File: src/rtl/mpt_pkg.sv
package mpt_pkg;

  // Cycles in which the counter is frozen by the latch and clear steps.
  localparam int PERIOD_COMP = 2;

  typedef enum logic [2:0] {
    ST_IDLE  = 3'd0,
    ST_SAVE  = 3'd1,
    ST_CLEAR = 3'd2,
    ST_FRAC  = 3'd3,
    ST_WAIT  = 3'd4
  } seq_state_t;

endpackage

File: src/rtl/mpt_sync.sv
module mpt_sync #(
  parameter int STAGES = 2
) (
  input  logic clk,
  input  logic rst,
  input  logic async_in,
  output logic level,
  output logic rise
);

  logic [STAGES-1:0] chain;
  logic              prev_q;

  generate
    for (genvar i = 0; i < STAGES; i++) begin : g_stage
      if (i == 0) begin : g_first
        always_ff @(posedge clk) begin
          if (rst) chain[0] <= 1'b0;
          else     chain[0] <= async_in;
        end
      end else begin : g_next
        always_ff @(posedge clk) begin
          if (rst) chain[i] <= 1'b0;
          else     chain[i] <= chain[i-1];
        end
      end
    end
  endgenerate

  always_ff @(posedge clk) begin
    if (rst) prev_q <= 1'b0;
    else     prev_q <= chain[STAGES-1];
  end

  assign level = chain[STAGES-1];
  assign rise  = chain[STAGES-1] & ~prev_q;

endmodule

File: src/rtl/mpt_counter.sv
module mpt_counter #(
  parameter int CNT_W = 32
) (
  input  logic             clk,
  input  logic             rst,
  input  logic             hold,
  input  logic             clear,
  output logic [CNT_W-1:0] cnt,
  output logic             sat
);

  localparam logic [CNT_W-1:0] MAX_V = {CNT_W{1'b1}};

  always_ff @(posedge clk) begin
    if (rst || clear) begin
      cnt <= '0;
      sat <= 1'b0;
    end else if (!hold) begin
      if (cnt == MAX_V) sat <= 1'b1;
      else              cnt <= cnt + 1'b1;
    end
  end

endmodule

File: src/rtl/mpt_seq.sv
module mpt_seq
  import mpt_pkg::*;
(
  input  logic clk,
  input  logic rst,
  input  logic rise,
  input  logic level,
  output logic save_p,
  output logic clr_p,
  output logic frac_p,
  output logic acc_p,
  output logic miss_p
);

  seq_state_t state_q, state_d;

  always_comb begin
    state_d = state_q;
    case (state_q)
      ST_IDLE:  if (rise) state_d = ST_SAVE;
      ST_SAVE:  state_d = ST_CLEAR;
      ST_CLEAR: state_d = ST_FRAC;
      ST_FRAC:  state_d = ST_WAIT;
      ST_WAIT:  if (!level) state_d = ST_IDLE;
      default:  state_d = ST_IDLE;
    endcase
  end

  always_ff @(posedge clk) begin
    if (rst) state_q <= ST_IDLE;
    else     state_q <= state_d;
  end

  assign save_p = (state_q == ST_SAVE);
  assign clr_p  = (state_q == ST_CLEAR);
  assign frac_p = (state_q == ST_FRAC);
  assign acc_p  = (state_q == ST_WAIT) && !level;
  assign miss_p = rise && (state_q != ST_IDLE);

endmodule

File: src/rtl/meas_period_timer.sv
module meas_period_timer
  import mpt_pkg::*;
#(
  parameter int CNT_W       = 32,
  parameter int FRAC_W      = 3,
  parameter int ACC_W       = 48,
  parameter int MISS_W      = 8,
  parameter int SYNC_STAGES = 2
) (
  input  logic              clk,
  input  logic              rst,
  input  logic              meas_in,
  input  logic [FRAC_W-1:0] frac_in,
  output logic [CNT_W-1:0]  count_q,
  output logic [CNT_W:0]    period_q,
  output logic              ovf_q,
  output logic [FRAC_W-1:0] frac_q,
  output logic [ACC_W-1:0]  acc_q,
  output logic [MISS_W-1:0] miss_q,
  output logic              save_stb,
  output logic              clr_stb,
  output logic              frac_stb,
  output logic              acc_stb
);

  localparam int PER_W = CNT_W + 1;
  localparam logic [PER_W-1:0]  COMP_V   = PER_W'(PERIOD_COMP);
  localparam logic [MISS_W-1:0] MISS_MAX = {MISS_W{1'b1}};

  logic             m_level, m_rise;
  logic             save_p, clr_p, frac_p, acc_p, miss_p;
  logic [CNT_W-1:0] cnt;
  logic             sat;

  mpt_sync #(.STAGES(SYNC_STAGES)) u_sync (
    .clk      (clk),
    .rst      (rst),
    .async_in (meas_in),
    .level    (m_level),
    .rise     (m_rise)
  );

  mpt_seq u_seq (
    .clk    (clk),
    .rst    (rst),
    .rise   (m_rise),
    .level  (m_level),
    .save_p (save_p),
    .clr_p  (clr_p),
    .frac_p (frac_p),
    .acc_p  (acc_p),
    .miss_p (miss_p)
  );

  mpt_counter #(.CNT_W(CNT_W)) u_cnt (
    .clk   (clk),
    .rst   (rst),
    .hold  (save_p),
    .clear (clr_p),
    .cnt   (cnt),
    .sat   (sat)
  );

  // Latch step: raw count, compensated period and saturation flag.
  always_ff @(posedge clk) begin
    if (rst) begin
      count_q  <= '0;
      period_q <= '0;
      ovf_q    <= 1'b0;
    end else if (save_p) begin
      count_q  <= cnt;
      period_q <= {1'b0, cnt} + COMP_V;
      ovf_q    <= sat;
    end
  end

  // Fraction step.
  always_ff @(posedge clk) begin
    if (rst)         frac_q <= '0;
    else if (frac_p) frac_q <= frac_in;
  end

  // Running phase total.
  always_ff @(posedge clk) begin
    if (rst)        acc_q <= '0;
    else if (acc_p) acc_q <= acc_q + ACC_W'(period_q);
  end

  // Dropped-edge tally.
  always_ff @(posedge clk) begin
    if (rst)                          miss_q <= '0;
    else if (miss_p && miss_q != MISS_MAX) miss_q <= miss_q + 1'b1;
  end

  always_ff @(posedge clk) begin
    if (rst) begin
      save_stb <= 1'b0;
      clr_stb  <= 1'b0;
      frac_stb <= 1'b0;
      acc_stb  <= 1'b0;
    end else begin
      save_stb <= save_p;
      clr_stb  <= clr_p;
      frac_stb <= frac_p;
      acc_stb  <= acc_p;
    end
  end

endmodule

File: config.mk
export PLATFORM = sky130hd
export DESIGN_NAME = meas_period_timer
export DESIGN_NICKNAME = d
export VERILOG_FILES = /design/src/rtl/mpt_pkg.sv /design/src/rtl/mpt_sync.sv /design/src/rtl/mpt_counter.sv /design/src/rtl/mpt_seq.sv /design/src/rtl/meas_period_timer.sv
export SDC_FILE = /design/constraint.sdc
export NUM_CORES = 1
export LEC_CHECK = 0
export BUFFER_PORTS_ARGS = -buffer_cell sky130_fd_sc_hd__buf_2
export CORE_ASPECT_RATIO = 1.5
export CORE_MARGIN = 2
export CORE_UTILIZATION = 30
export DETAILED_ROUTE_END_ITERATION = 8
export GPL_ROUTABILITY_DRIVEN = 0
export PLACE_DENSITY_LB_ADDON = 0.12
export SLEW_MARGIN = 20
export SYNTH_ARGS = -nofsm -noshare
export SYNTH_HDL_FRONTEND = slang
export SYNTH_SLANG_ARGS = --single-unit
File: constraint.sdc
create_clock -name clk -period 7.9 [get_ports clk]
set_clock_uncertainty 0.05 [all_clocks]
set_input_delay 1.58 -clock clk [delete_from_list [all_inputs] [get_ports clk]]
set_output_delay 1.58 -clock clk [all_outputs]
set_load 0.03 [all_outputs]
==> reports/results.md <==
| Result | Reported | Unit |
|---|---|---|
| Critical-path maximum fanout | 16 | - |
| TritonCTS clock tree | yes | - |
| Post-layout net count | 1177 | - |
| Primary flip-flop cell chosen by synthesis mapping | sky130_fd_sc_hd__dfxtp_1 | - |
| Required time worst endpoint | 8.22 | ns |
| Number of enable flip-flop cells after synthesis | 0 | - |
| R2R depth | 9 | - |
| Average vias per placed instance | 4.97 | - |
| Post-detailed-routing wire length | 24100 | µm |
| Worst ir drop on vdd | 0.000139 | V |
| Final worst-path setup slack | 4.72 | ns |
| IO Pins | 135 | - |
| All-layer global routing usage | 0.166 | - |
| FF-to-FF End | acc_q[47]$_SDFFE_PP0P_ | - |
| Cells resized by post-CTS repair | 0 | - |
| Number of instances in the synthesized netlist | 1045 | - |
| Final hold violations | 0 | - |
| Register bit total from synthesis | 167 | - |
| Total gr overflow | 0 | - |
| Combinational family with the most area after synthesis | simple AND/OR/NAND/NOR gates | - |
| Source of the worst hold timing path | count_q[29]$_SDFFE_PP0P_ | - |
| Antenna violations before repair | 0 | - |
| Total iterations of the first detailed-routing run | 4 | - |
| Simple logic cell fraction of the synthesized area | 0.238 | - |
| Final setup violation count | 0 | - |
| Cts bufs inserted | 17 | - |
| CTS root buf | sky130_fd_sc_hd__clkbuf_16 | - |
| Worst slew margin relative to its limit | 0.402 | - |
| Number of different library cells in the post-synthesis netlist | 69 | - |
| Number of buffers added for setup after CTS | 0 | - |
| Clock network latency to the later pin of the worst-skew pair | 0.45 | ns |
| Number of core rows | 75 | - |
| Arrival @ worst endpoint | 3.50 | ns |
| DRC Markers | 0 | - |
| Transition time at the pin with the least slew margin | 0.897 | ns |
| Synth Net Count | 1088 | - |
| Vias in the first global route | 7262 | - |
| Worst R2R Setup Slack | 4.72 | ns |
| Ratio of final minimum period to clock period | 0.402 | - |
| Outcome | finished, final reports clean | - |
| Area growth from synthesis to final layout | 17.0 | % |
| Detailed-route via count | 7416 | - |
| Chip Height | 210 | µm |
| Antenna diodes | 0 | - |
| Violation count after the first detailed-route iteration | 366 | - |
| Overall die area | 29700 | µm² |
| Xor/xnor cell area share of the yosys netlist | 0.0866 | - |
| Sum Neg Setup Slack | 0 | ns |
| Count of buffers inserted at the top-level ports | 134 | - |
| Deepest level of the CTS H-tree | 4 | - |
| Number of max-cap violations | 0 | - |
| Clock edge transition at the registers on the reported setup and hold paths | 0.07 | ns |
| Number of max-slew violations in the final report | 0 | - |
| Multiplexer fraction of the synthesized cell area | 0.00840 | - |
| Min Clock Period, post-route | 3.18 | ns |
| Sequential area share after synthesis | 0.394 | - |
| P_leak | 3.99 | nW |
| Post-DP HPWL | 17500 | µm |
| Cell Area, Placed | 9360 | µm² |
| Highest clock rate | 0.315 | GHz |
| PD cells | 187 | nW/µm² |
| Average routed wire per standard cell | 16.1 | µm |
| Startpoint types | register | - |
| Number of clock sinks | 167 | - |
| Async set-or-reset flop fraction in the synthesized netlist | 0 | - |
| Post-route design area | 9940 | µm² |
| Post-synthesis adder-cell area fraction | 0.0554 | - |
| Area of the core region | 27900 | µm² |
| Netlist Area Pre-Place | 8490 | µm² |
| Final antenna-violating net count | 0 | - |
| Synth Area in Compound Gates | 0.177 | - |
| Layout cells sized above 1 | 0.163 | - |
| Initial Util | 0.305 | - |
| Yosys warning total | 0 | - |
| Setup repair after global routing missed its margin | false | - |
| Hold buffers post-CTS | 0 | - |
| Startpoint-to-endpoint class of the critical path | reg2reg | - |
| Horizontal die dimension | 141 | µm |
| Type of the tightest min-delay check | reg2reg | - |
| Critical path endpoint category | register | - |
| Startpoint of the lowest-slack register-to-register path | period_q[8]$_SDFFE_PP0P_ | - |
| CTS Buffer Depth | 2 | - |
| Setup WS pre-CTS | 4.23 | ns |
| Endpoint of the worst hold-timing path | count_q[29]$_SDFFE_PP0P_ | - |
| Synth Area per Inst | 8.13 | µm² |
| Pin count of the biggest net entering global routing | 79 | - |
| Number of instances on the worst hold path | 2 | - |
| Wire length of the first global-routing pass | 39100 | µm |
## Yosys cell counts (all sizes together) (20+ instances only)
| cell | count | share of area |
|---|---|---|
| nand3 | 35 | 0.022 |
| ha | 36 | 0.053 |
| clkbuf | 50 | 0.022 |
| buf | 20 | 0.013 |
| xnor2 | 44 | 0.045 |
| nand2 | 163 | 0.072 |
| xor2 | 40 | 0.041 |
| dfxtp | 167 | 0.39 |
| o21ai | 39 | 0.023 |
| a211oi | 35 | 0.033 |
| or3 | 21 | 0.015 |
| nor2 | 118 | 0.052 |
| a21oi | 100 | 0.060 |
## cells in the final DEF (no fill, tap or decap), types with 6 or more instances in the layout
cell type | synthesis | final
sky130_fd_sc_hd__o31ai_1 | 6 | 6
sky130_fd_sc_hd__clkbuf_16 | 0 | 17
sky130_fd_sc_hd__and2_1 | 6 | 6
sky130_fd_sc_hd__a21o_1 | 9 | 9
sky130_fd_sc_hd__o21bai_1 | 8 | 8
sky130_fd_sc_hd__xnor2_1 | 44 | 44
sky130_fd_sc_hd__a21oi_1 | 98 | 98
sky130_fd_sc_hd__buf_2 | 12 | 133
sky130_fd_sc_hd__or3_1 | 21 | 21
sky130_fd_sc_hd__nand3_1 | 34 | 34
sky130_fd_sc_hd__xor2_1 | 40 | 40
sky130_fd_sc_hd__o21ai_1 | 18 | 18
sky130_fd_sc_hd__mux2i_1 | 6 | 6
sky130_fd_sc_hd__nor3_1 | 15 | 15
sky130_fd_sc_hd__and3_1 | 17 | 17
sky130_fd_sc_hd__nor2_1 | 117 | 116
sky130_fd_sc_hd__a31oi_1 | 8 | 7
sky130_fd_sc_hd__inv_1 | 13 | 13
sky130_fd_sc_hd__ha_1 | 36 | 36
sky130_fd_sc_hd__nand4_1 | 15 | 15
sky130_fd_sc_hd__dfxtp_1 | 167 | 167
sky130_fd_sc_hd__nand2_1 | 162 | 162
sky130_fd_sc_hd__and4_1 | 8 | 8
sky130_fd_sc_hd__buf_4 | 4 | 7
sky130_fd_sc_hd__o21ai_0 | 21 | 21
sky130_fd_sc_hd__a211oi_1 | 33 | 33
## flip-flops by register name, indices dropped and copies added (netlist names), 3 cells and up
signal and flops:
frac_q 3, miss_q 8, acc_q 48, u_cnt.cnt 32, u_seq.state_q 3, period_q 32
count_q 32
## worst max path at each step
stage / to / depth (start not counted) / start / slack, ns
5_1_grt: acc_q[47]$_SDFFE_PP0P_ / 9 / period_q[8]$_SDFFE_PP0P_ / 4.51
4_1_cts: acc_q[27]$_SDFFE_PP0P_ / 5 / rst / 4.73
3_5_place_dp: acc_q[27]$_SDFFE_PP0P_ / 5 / rst / 4.23
6_report: acc_q[47]$_SDFFE_PP0P_ / 9 / period_q[8]$_SDFFE_PP0P_ / 4.72
2_1_floorplan: acc_q[42]$_SDFFE_PP0P_ / 11 / count_q[0]$_SDFFE_PP0P_ / 5.13
3_3_place_gp: acc_q[27]$_SDFFE_PP0P_ / 5 / rst / 4.23
## metal layers
metal | wire [µm] | global-route usage | share of wire
met1 | 10700 | 0.205 | 0.45
met2 | 12000 | 0.282 | 0.50
met3 | 916 | 0.0363 | 0.038
met4 | 443 | 0.0586 | 0.018
met5 | 0 | 0 | 0
## critical path: stages, from the launching register on
cell,delay (ns)
sky130_fd_sc_hd__dfxtp_1,0.38
sky130_fd_sc_hd__ha_1,0.42
sky130_fd_sc_hd__nand2_1,0.07
sky130_fd_sc_hd__o21ai_0,0.37
sky130_fd_sc_hd__a22o_1,0.28
sky130_fd_sc_hd__o21ai_1,0.12
sky130_fd_sc_hd__a31oi_2,0.34
sky130_fd_sc_hd__a31oi_2,0.34
sky130_fd_sc_hd__or4_1,0.58
sky130_fd_sc_hd__a21oi_1,0.15
## cell type report
| type | count | area [µm²] |
|---|---|---|
| Fill cell | 2948 | 17900 |
| Multi-Input combinational cell | 795 | 4810 |
| Sequential cell | 167 | 3340 |
| Timing Repair Buffer | 140 | 718 |
| Clock buffer | 23 | 488 |
| Tap cell | 346 | 433 |
| Clock inverter | 7 | 93.8 |
| Inverter | 13 | 48.8 |
## kinds of logic (layout without fill, tap and decap cells)
logic type,Yosys count,in the layout
adder cells (fa/ha/maj),37,37
multiplexers,7,7
XOR/XNOR,84,84
flip-flops,167,167
AND/OR/NAND/NOR,428,428
AO/OA/AOI/OAI,239,239
buffers and inverters,83,183
## where the power goes
group          switching (mW)  leakage [nW]  internal (mW)
Clock                   0.349         0.282          0.495
Sequential             0.0224          1.35          0.857
Combinational          0.0947          2.36         0.0398
## through the flow
stage | power (mW) | hold WS [ns] | std cells | util
floorplan | 0.993 | 0.364 | 1045 | -
global placement | 1.03 | 0.368 | 1461 | 0.335
detailed placement | 1.04 | 0.386 | 1461 | 0.336
CTS | 1.90 | 0.400 | 1491 | 0.357
global route | 1.94 | 0.426 | 1491 | 0.357
finish | 1.86 | 0.405 | 1491 | 0.357
Power figures use the tool's default switching activity.
